`src/rtl/ifvga_pkg.sv`:
```
package ifvga_pkg;
  typedef enum logic [1:0] {
    ST_IDLE    = 2'd0,
    ST_COLLECT = 2'd1,
    ST_CALC    = 2'd2,
    ST_EMIT    = 2'd3
  } ifvga_state_e;

  typedef enum logic [1:0] {
    Z_LINEAR = 2'd0,
    Z_RAISE  = 2'd1,
    Z_LOWER  = 2'd2
  } ifvga_zone_e;
endpackage

```
`src/rtl/ifvga_sampler.sv`:
```
module ifvga_sampler #(
  parameter int ADC_W      = 10,
  parameter int NSAMP_LOG2 = 4,
  parameter int GAP_W      = 16
) (
  input  logic             clk,
  input  logic             rst_n,
  input  logic             clr,
  input  logic             en,
  input  logic             const_env,
  input  logic [GAP_W-1:0] gap_cycles,
  input  logic             smp_valid,
  input  logic [ADC_W-1:0] smp_data,
  output logic             smp_ready,
  output logic             done,
  output logic [ADC_W-1:0] mean
);
  localparam int NSAMP = 1 << NSAMP_LOG2;
  localparam int CNT_W = NSAMP_LOG2 + 1;
  localparam int SUM_W = ADC_W + NSAMP_LOG2;

  logic [CNT_W-1:0] cnt_q;
  logic [SUM_W-1:0] sum_q;
  logic [GAP_W-1:0] gap_q;
  logic             accept;
  logic             last;

  assign smp_ready = en && (cnt_q != CNT_W'(NSAMP)) && (gap_q == '0);
  assign accept    = smp_valid && smp_ready;
  assign last      = (cnt_q == CNT_W'(NSAMP - 1));
  assign done      = (cnt_q == CNT_W'(NSAMP));
  assign mean      = sum_q[SUM_W-1:NSAMP_LOG2];

  always_ff @(posedge clk) begin
    if (!rst_n) begin
      cnt_q <= '0;
      sum_q <= '0;
      gap_q <= '0;
    end else if (clr) begin
      cnt_q <= '0;
      sum_q <= '0;
      gap_q <= '0;
    end else if (accept) begin
      sum_q <= sum_q + {{NSAMP_LOG2{1'b0}}, smp_data};
      cnt_q <= cnt_q + 1'b1;
      gap_q <= (!const_env && !last) ? gap_cycles : '0;
    end else if (gap_q != '0) begin
      gap_q <= gap_q - 1'b1;
    end
  end

  AST_GAP_HOLDS: assert property (@(posedge clk) disable iff (!rst_n)
    accept && !const_env && (gap_cycles != '0) && !last |=> !smp_ready);
  AST_BACK_TO_BACK: assert property (@(posedge clk) disable iff (!rst_n)
    accept && const_env && !last && en |=> smp_ready || !en);
  AST_COUNT_BOUND: assert property (@(posedge clk) disable iff (!rst_n)
    cnt_q <= CNT_W'(NSAMP));
endmodule

```
`src/rtl/ifvga_law.sv`:
```
module ifvga_law
  import ifvga_pkg::*;
#(
  parameter int ADC_W       = 10,
  parameter int DAC_W       = 12,
  parameter int LO_CODE     = 120,
  parameter int HI_CODE     = 880,
  parameter int AIM_CODE    = 520,
  parameter int GAIN_NUM    = 5,
  parameter int GAIN_SHIFT  = 2,
  parameter int COARSE_STEP = 256,
  parameter int VG_MIN      = 100,
  parameter int VG_MAX      = 4000
) (
  input  logic [ADC_W-1:0] mean,
  input  logic [DAC_W-1:0] cur,
  output logic [DAC_W-1:0] nxt,
  output ifvga_zone_e      zone
);
  localparam int CW = DAC_W + ADC_W + 6;

  logic signed [CW-1:0] diff;
  logic signed [CW-1:0] scaled;
  logic signed [CW-1:0] cur_s;
  logic signed [CW-1:0] cand;
  logic signed [CW-1:0] lim_lo;
  logic signed [CW-1:0] lim_hi;

  always_comb begin
    if (mean < ADC_W'(LO_CODE))      zone = Z_RAISE;
    else if (mean > ADC_W'(HI_CODE)) zone = Z_LOWER;
    else                             zone = Z_LINEAR;
  end

  always_comb begin
    lim_lo = $signed(CW'(VG_MIN));
    lim_hi = $signed(CW'(VG_MAX));
    cur_s  = $signed({{(CW-DAC_W){1'b0}}, cur});
    diff   = $signed(CW'(AIM_CODE)) - $signed({{(CW-ADC_W){1'b0}}, mean});
    scaled = (diff * $signed(CW'(GAIN_NUM))) >>> GAIN_SHIFT;
    case (zone)
      Z_RAISE: cand = cur_s + $signed(CW'(COARSE_STEP));
      Z_LOWER: cand = cur_s - $signed(CW'(COARSE_STEP));
      default: cand = cur_s + scaled;
    endcase
    if (cand < lim_lo)      nxt = DAC_W'(VG_MIN);
    else if (cand > lim_hi) nxt = DAC_W'(VG_MAX);
    else                    nxt = cand[DAC_W-1:0];
  end
endmodule

```
`src/rtl/ifvga_loop_ctrl.sv`:
```
module ifvga_loop_ctrl
  import ifvga_pkg::*;
#(
  parameter int ADC_W       = 10,
  parameter int DAC_W       = 12,
  parameter int NSAMP_LOG2  = 4,
  parameter int GAP_W       = 16,
  parameter int LO_CODE     = 120,
  parameter int HI_CODE     = 880,
  parameter int AIM_CODE    = 520,
  parameter int GAIN_NUM    = 5,
  parameter int GAIN_SHIFT  = 2,
  parameter int COARSE_STEP = 256,
  parameter int VG_MIN      = 100,
  parameter int VG_MAX      = 4000
) (
  input  logic             clk,
  input  logic             rst_n,
  input  logic [DAC_W-1:0] init_word,
  input  logic             start,
  input  logic             const_env,
  input  logic [GAP_W-1:0] gap_cycles,
  input  logic             smp_valid,
  output logic             smp_ready,
  input  logic [ADC_W-1:0] smp_data,
  output logic             dac_valid,
  input  logic             dac_ready,
  output logic [DAC_W-1:0] dac_code,
  output logic             busy
);
  ifvga_state_e     state_q, state_d;
  logic [DAC_W-1:0] vg_q;
  logic [DAC_W-1:0] vg_nxt;
  logic [ADC_W-1:0] mean;
  logic             coll_done;
  logic             clr;
  ifvga_zone_e      zone;

  assign clr = (state_q == ST_IDLE) && start;

  ifvga_sampler #(
    .ADC_W(ADC_W), .NSAMP_LOG2(NSAMP_LOG2), .GAP_W(GAP_W)
  ) u_sampler (
    .clk(clk), .rst_n(rst_n), .clr(clr), .en(state_q == ST_COLLECT),
    .const_env(const_env), .gap_cycles(gap_cycles),
    .smp_valid(smp_valid), .smp_data(smp_data), .smp_ready(smp_ready),
    .done(coll_done), .mean(mean)
  );

  ifvga_law #(
    .ADC_W(ADC_W), .DAC_W(DAC_W), .LO_CODE(LO_CODE), .HI_CODE(HI_CODE),
    .AIM_CODE(AIM_CODE), .GAIN_NUM(GAIN_NUM), .GAIN_SHIFT(GAIN_SHIFT),
    .COARSE_STEP(COARSE_STEP), .VG_MIN(VG_MIN), .VG_MAX(VG_MAX)
  ) u_law (
    .mean(mean), .cur(vg_q), .nxt(vg_nxt), .zone(zone)
  );

  always_comb begin
    state_d = state_q;
    case (state_q)
      ST_IDLE:    if (start)     state_d = ST_COLLECT;
      ST_COLLECT: if (coll_done) state_d = ST_CALC;
      ST_CALC:                   state_d = ST_EMIT;
      ST_EMIT:    if (dac_ready) state_d = ST_IDLE;
      default:                   state_d = ST_IDLE;
    endcase
  end

  always_ff @(posedge clk) begin
    if (!rst_n) begin
      state_q <= ST_IDLE;
      vg_q    <= init_word;
    end else begin
      state_q <= state_d;
      if (state_q == ST_CALC) vg_q <= vg_nxt;
    end
  end

  assign dac_valid = (state_q == ST_EMIT);
  assign dac_code  = vg_q;
  assign busy      = (state_q != ST_IDLE);

  AST_READY_GATED: assert property (@(posedge clk) disable iff (!rst_n)
    (state_q != ST_COLLECT) |-> !smp_ready);
  AST_DAC_HOLD: assert property (@(posedge clk) disable iff (!rst_n)
    dac_valid && !dac_ready |=> dac_valid && $stable(dac_code));
  AST_CODE_RANGE: assert property (@(posedge clk) disable iff (!rst_n)
    dac_valid |-> (dac_code >= DAC_W'(VG_MIN)) && (dac_code <= DAC_W'(VG_MAX)));
  AST_START_IGNORED: assert property (@(posedge clk) disable iff (!rst_n)
    dac_valid && dac_ready && start |=> !busy);
  AST_STEP_UP: assert property (@(posedge clk) disable iff (!rst_n)
    (state_q == ST_CALC) && (zone == Z_RAISE) && (vg_q <= DAC_W'(VG_MAX - COARSE_STEP))
      && (vg_q >= DAC_W'(VG_MIN)) |=> dac_code == $past(dac_code) + DAC_W'(COARSE_STEP));
endmodule

```
`config.mk`:
```
export PLATFORM = sky130hd
export DESIGN_NAME = ifvga_loop_ctrl
export DESIGN_NICKNAME = d
export VERILOG_FILES = /design/src/rtl/ifvga_pkg.sv /design/src/rtl/ifvga_sampler.sv /design/src/rtl/ifvga_law.sv /design/src/rtl/ifvga_loop_ctrl.sv
export SDC_FILE = /design/constraint.sdc
export NUM_CORES = 1
export LEC_CHECK = 0
export ABC_AREA = 1
export BUFFER_PORTS_ARGS = -buffer_cell sky130_fd_sc_hd__buf_2
export CAP_MARGIN = 10
export CELL_PAD_IN_SITES_DETAIL_PLACEMENT = 1
export CELL_PAD_IN_SITES_GLOBAL_PLACEMENT = 1
export CORE_MARGIN = 1
export CORE_UTILIZATION = 42
export DETAILED_ROUTE_END_ITERATION = 8
export PLACE_DENSITY = 0.9
export SETUP_SLACK_MARGIN = 0.4
export SLEW_MARGIN = 40
export SYNTH_ARGS = -nofsm -noshare
export SYNTH_HDL_FRONTEND = slang
export SYNTH_SLANG_ARGS = --single-unit
```
`constraint.sdc`:
```
create_clock -name clk -period 5.9 [get_ports clk]
set_input_delay 1.18 -clock clk [delete_from_list [all_inputs] [get_ports clk]]
set_output_delay 1.18 -clock clk [all_outputs]
set_load 0.02 [all_outputs]
```
### Yosys cells after proc, flatten, opt, wreduce, memory -nomap -nowiden

Index checks and enable logic that the tools add are counted.
Widths: inputs -> output; s select.

* register bits: 49
* input port bits: 44
* output and inout bits: 15
* word-level logic and storage cells: 58

* add/sub/neg operators: 7
* multiply operators: 1
* order comparisons: 4
* eq/ne operators: 12
* multiplexer cells: 14
* bitwise gates (word level): 1
* reductions and logical operators: 14

Operators with widths (count)
* $pmux 28 s2: 1
* $mux 12: 4
* $mux 16: 3
* $gt 28x13->1 const B: 1
* $lt 28x8->1 const B: 1
* $add 13x26->27: 1
* $logic_not 16->1: 1
* $reduce_bool 16->1: 1
* $sub 16x1->16 const B: 1
* $mul 11x4->15 const B: 1
* $add 14x10->14: 1
* $add 12x9->13 const B: 1
* $sub 12x9->13 const B: 1
* $sub 10x10->11 const A: 1
* $gt 10x10->1 const B: 1
* $lt 10x7->1 const B: 1
* $mux 2: 5
* $pmux 2 s4: 1
* $eq 2x2->1 const B: 3
* $add 5x1->5 const B: 1
* $eq 5x4->1 const B: 1
* $eq 5x5->1 const B: 1
* $logic_and 1x1->1: 5
* $ne 5x5->1 const B: 1
* 9 further kinds: 14

### Logic depth before layout (Yosys ltp)

* depth after elaboration: 10
* mapped depth: 36
* mapped depth without buffers: 36

### By module

From an unflattened synthesis, not the netlist that was laid out.

* cell total of the unflattened synthesis: 890
* area total of the unflattened synthesis: 5729.2 um^2

Modules (own cells, without submodules)
* ifvga_sampler: times used 1, cells an instance 409, area each 2720.1 um^2, seq. area each 700.7 um^2
* ifvga_law: times used 1, cells an instance 425, area each 2263.4 um^2, seq. area each 0.0 um^2
* ifvga_loop_ctrl: times used 1, cells an instance 56, area each 745.7 um^2, seq. area each 400.4 um^2

### Worst setup path after synthesis

OpenSTA, ideal clock, no wires.

* kind: reg-to-reg
* from: register u_sampler.sum_q[4]
* to: register vg_q[5], in the netlist dac_code[5] (data pin)
* arrival: 4.218 ns
* data required time: 5.651 ns
* path slack: 1.433 ns
* cell stages (with the launch flop): 35
* path buffers: 0
* period minus slack after synthesis: 4.467 ns
* cell sequence: dfxtp_1 > inv_2 > ha_1 > nand2_1 > nand2_1 > nand2_1 > nor2_1 > xor2_1 > ha_1 > ha_1 > a21oi_1 > nand2_1 > nand2_1 > nand2_1 > a21oi_1 > nor2_1 > o21ai_0 > nand2_1 > nand2_1 > a21oi_1 > xor2_1 > ha_1 > nand2_1 > nor2_1 > and3_1 > nor2_1 > nand3_1 > nand2_1 > nand2_1 > nand4_1 > nor2_2 > nor2_4 > nand3_2 > nand2_1 > inv_1

* longest elaborated chain between the ends: 10
* elaborated cells on any way between the ends: 16

Ends and longest elaborated chain
* start, declared: line ifvga_sampler.sv:23 `logic [SUM_W-1:0] sum_q;`
* start signal, assigned: line ifvga_sampler.sv:44 `sum_q <= sum_q + {{NSAMP_LOG2{1'b0}}, smp_data};`
* branches (longest 4 deep; another with $add 13x26->27)
* $pmux 28 s2 (*): line ifvga_law.sv:41 `case (zone)`
* $gt 28x13->1: line ifvga_law.sv:47 `else if (cand > lim_hi) nxt = DAC_W'(VG_MAX);`
* $mux 12: line ifvga_law.sv:47
* $mux 12 (*): line ifvga_law.sv:46 `if (cand < lim_lo) nxt = DAC_W'(VG_MIN);`
* $mux 12 (*): line ifvga_loop_ctrl.sv:75 `if (state_q == ST_CALC) vg_q <= vg_nxt;`
* $mux 12 (*): line ifvga_loop_ctrl.sv:70 `if (!rst_n) begin`
* end signal, assigned: line ifvga_loop_ctrl.sv:72 `vg_q <= init_word;`
* end signal, assigned: line ifvga_loop_ctrl.sv:75
* end, declared: line ifvga_loop_ctrl.sv:32 `logic [DAC_W-1:0] vg_q;`

Every way passes the cells marked *. The select of a mux whose other input is x is not followed.
A chain may end at the register's enable or synchronous reset.

### Worst setup path in the final report

Same ends and word-level chain as after synthesis.

==> flow_metrics.py <==
metrics = {
    "route": {
        "avgViaCountPerCell": 5.185,
        "routedWlPerCell_um": 14.73,
        "vias": 4889,
        "routed_wl_mm": 13.89,
        "ant_nets": 0,
        "drt-pass1-iter-count": 4,
        "drc": 0,
        "drt_iter0_drc": 127,
    },
    "worst_setup_path": {
        "path_class": "reg -> reg",
        "slowest_stage": "dfxtp_1",
        "cp-start-kind": "flop",
        "endpoint_kind": "flop",
        "cp_common_cell": "nand2_1",
        "critical_path_required_ps": 5950,
        "arrival_ps": 5160,
        "crit_fanout": 8,
        "slowest_delay_ps": 390,
    },
    "timing": {
        "slew_headroom_pct": 62.17,
        "drv_slew": 0,
        "fin_crit_ps": 5106,
        "setup_tns_ps": 0,
        "hold_viol": 0,
        "finalSetupViolations": 0,
        "skew_ps": 6.289,
        "fmax_mhz": 195.9,
        "whs_ps": 478.7,
        "tightest_slew_ps": 562.3,
        "finalWorstSetupSlack_ps": 794.3,
        "rsz0062_at_grt": "no",
        "fin_crit_sh_pct": 86.54,
    },
    "placement": {
        "place_worst_setup_slack_ps": 831.5,
        "gp_routability_congestion": 0.9112,
        "dp_cells": 934,
        "port-buffer-count": 58,
        "hpwl_mm": 11.56,
        "placedInstanceArea_mm2": 0.005314,
    },
    "global_route": {
        "grt_max_degree": 24,
        "grt_pass1_wl_mm": 23.23,
        "grt-ovfl-total": 0,
        "track_usage_pct": 24.45,
        "antenna_found_initial": 1,
        "first_global_vias": 5058,
    },
    "layout": {
        "finish.instance_area_mm2": 0.005497,
        "diodes": 0,
        "fin_util_pct": 48.14,
        "seqCellArea_mm2": 0.001101,
        "syn_to_final_growth_pct": 11.72,
        "num-fill-cells": 1582,
        "multi_input_area_mm2": 0.003282,
        "fin_cells": 943,
        "fin_nets": 898,
        "drive_above_1_share_pct": 13.25,
    },
    "cts": {
        "postCtsSetupBuffers": 0,
        "cts_buffers": 5,
        "ctsHoldBuffers": 0,
        "ctsResizeCount": 0,
        "h-tree-depth": 2,
        "cts-root-buf": "clkbuf_16",
        "clock_latency_ps": 290,
        "cts_tree": "built",
        "clock-sinks": 49,
        "clkTransAtPathRegs_ps": 70,
        "max-clock-path-buffers": 2,
    },
    "synth": {
        "ys_types": 48,
        "synth_warnings": 0,
        "synthesis.area_mm2": 0.004920,
        "syn_nets": 844,
        "ys_ff_latch": 49,
        "syn_avg_cell_area_um2": 6.604,
        "synthCells": 745,
        "ys_seq_area_share_pct": 22.38,
    },
    "power_and_ir_drop": {
        "ir_drop_v": 0.0002896,
        "powerDensity_mw_per_mm2": 383.7,
        "power.leakage_nw": 2.921,
        "power_mw": 2.109,
    },
    "die": {
        "initial_core_util_pct": 43.09,
        "die_width_um": 110.2,
        "die_h_um": 110.2,
        "core_mm2": 0.01142,
        "dieArea_mm2": 0.01215,
        "io_pins": 59,
        "row_count": 39,
    },
    "hold_path": {
        "hold_path.class": "reg -> reg",
    },
    "flow_run": {
        "drv_cap": 0,
    },
    "run_status": {
        "status": "finished, final reports clean",
    },
}
==> critical path: cells and delay by family, from the launching register on <==
| family | cells | cell delay [ps] |
|---|---|---|
| and+or+nand+nor | 22 | 2150 |
| adders and majority gates | 4 | 1190 |
| AOI/OAI and AO/OA | 4 | 650 |
| DFF | 1 | 390 |
| xor gates and xnor gates | 2 | 370 |
| buffers and inverters | 2 | 130 |
==> sequential cells by signal, indices dropped and copies added, names as in the netlist <==
signal,flops
dac_code,12
state_q,2
u_sampler.cnt_q,5
u_sampler.gap_q,16
u_sampler.sum_q,14
==> cell usage in the layout, fill, tap and decap left out, types with 2 or more instances in the layout <==
master,instances
a31oi_1,5
dfxtp_1,37
and3_1,2
nor2_1,50
o22ai_1,3
or2_2,2
nor2_2,2
o21ai_0,31
a21o_1,2
o21a_1,2
nand4_1,8
a211oi_1,5
nand3_1,40
o211ai_1,2
o21ai_1,4
nand2_2,8
ha_1,52
edfxtp_1,12
a22o_1,2
clkinv_1,2
clkbuf_16,6
nor3_1,10
nand2_4,4
nand3b_1,6
o21ai_2,6
nand3_2,3
fa_1,3
nor2_4,2
inv_1,112
o21bai_1,3
nand2_1,216
buf_2,58
xor2_1,24
a21oi_1,42
xnor2_1,13
inv_2,7
==> area by class of cell <==
cell class	instances	area share (%)
Timing Repair Buffer	60	5.623
Multi-Input combinational cell	562	59.71
Tap cell	143	3.255
Inverter	121	8.263
Clock inverter	1	0.1366
Sequential cell	49	20.03
Clock buffer	7	2.982
==> worst paths after layout <==
| check | from | to | slack [ps] | cells after the start |
|---|---|---|---|---|
| min reg2reg | u_sampler.sum_q[0] | u_sampler.sum_q[0] | 480 | 2 |
| max | u_sampler.sum_q[4] | dac_code[5] | 790 | 34 |
| min | u_sampler.sum_q[0] | u_sampler.sum_q[0] | 480 | 2 |
| max reg2reg | u_sampler.sum_q[4] | dac_code[5] | 790 | 34 |
==> per-layer routing <==
layer  part of all wire (%)  global-route usage (%)
met2                     52                   46.34
met4                    2.4                   8.083
met1                     43                   27.93
met3                    2.4                   3.410
met5                      0                       0
==> cells in the mapped netlist (all sizes together) <==
library cell  number  area (µm²)
ha                52       650.6
a31oi              5       31.28
edfxtp            12       360.4
o21ai             41       227.7
nand2            228       905.9
nor3              11       66.32
xor2              24       210.2
nor2              54       222.7
a21o               2       15.01
a221oi             1       15.01
or2                3       18.77
a22o               2       17.52
inv              119       446.7
a21oi             42       210.2
dfxtp             37       740.7
o221ai             1       8.760
o21bai             3       22.52
nor4               3       40.04
nor3b              1       7.510
and3               2       12.51
a211oi             5       37.54
buf                7       60.05
o21a               2       15.01
a21boi             1       7.510
clkinv             2       7.510
xnor2             13       113.9
nand3             43       230.2
fa                 3       60.06
o211ai             2       15.01
nand4              8       50.05
nand3b             6       45.04
clkbuf             6       22.52
o22ai              3       18.77
and2               1       6.260
==> report_power, final <==
part           switching (mW)  internal (mW)  total [mW]
sequential             0.0830          0.433       0.516
combinational           0.816          0.455        1.27
clock                   0.126          0.195       0.321
total                    1.03           1.08        2.11
==> cells by family after synthesis <==
family | Yosys count | synth area share, %
compound gates | 110 | 13.05
simple gates | 360 | 32.63
flops | 49 | 22.38
xor+xnor | 37 | 6.587
fa+ha+maj | 55 | 14.45
buf+inv | 134 | 10.91
Power figures use the tool's default switching activity.
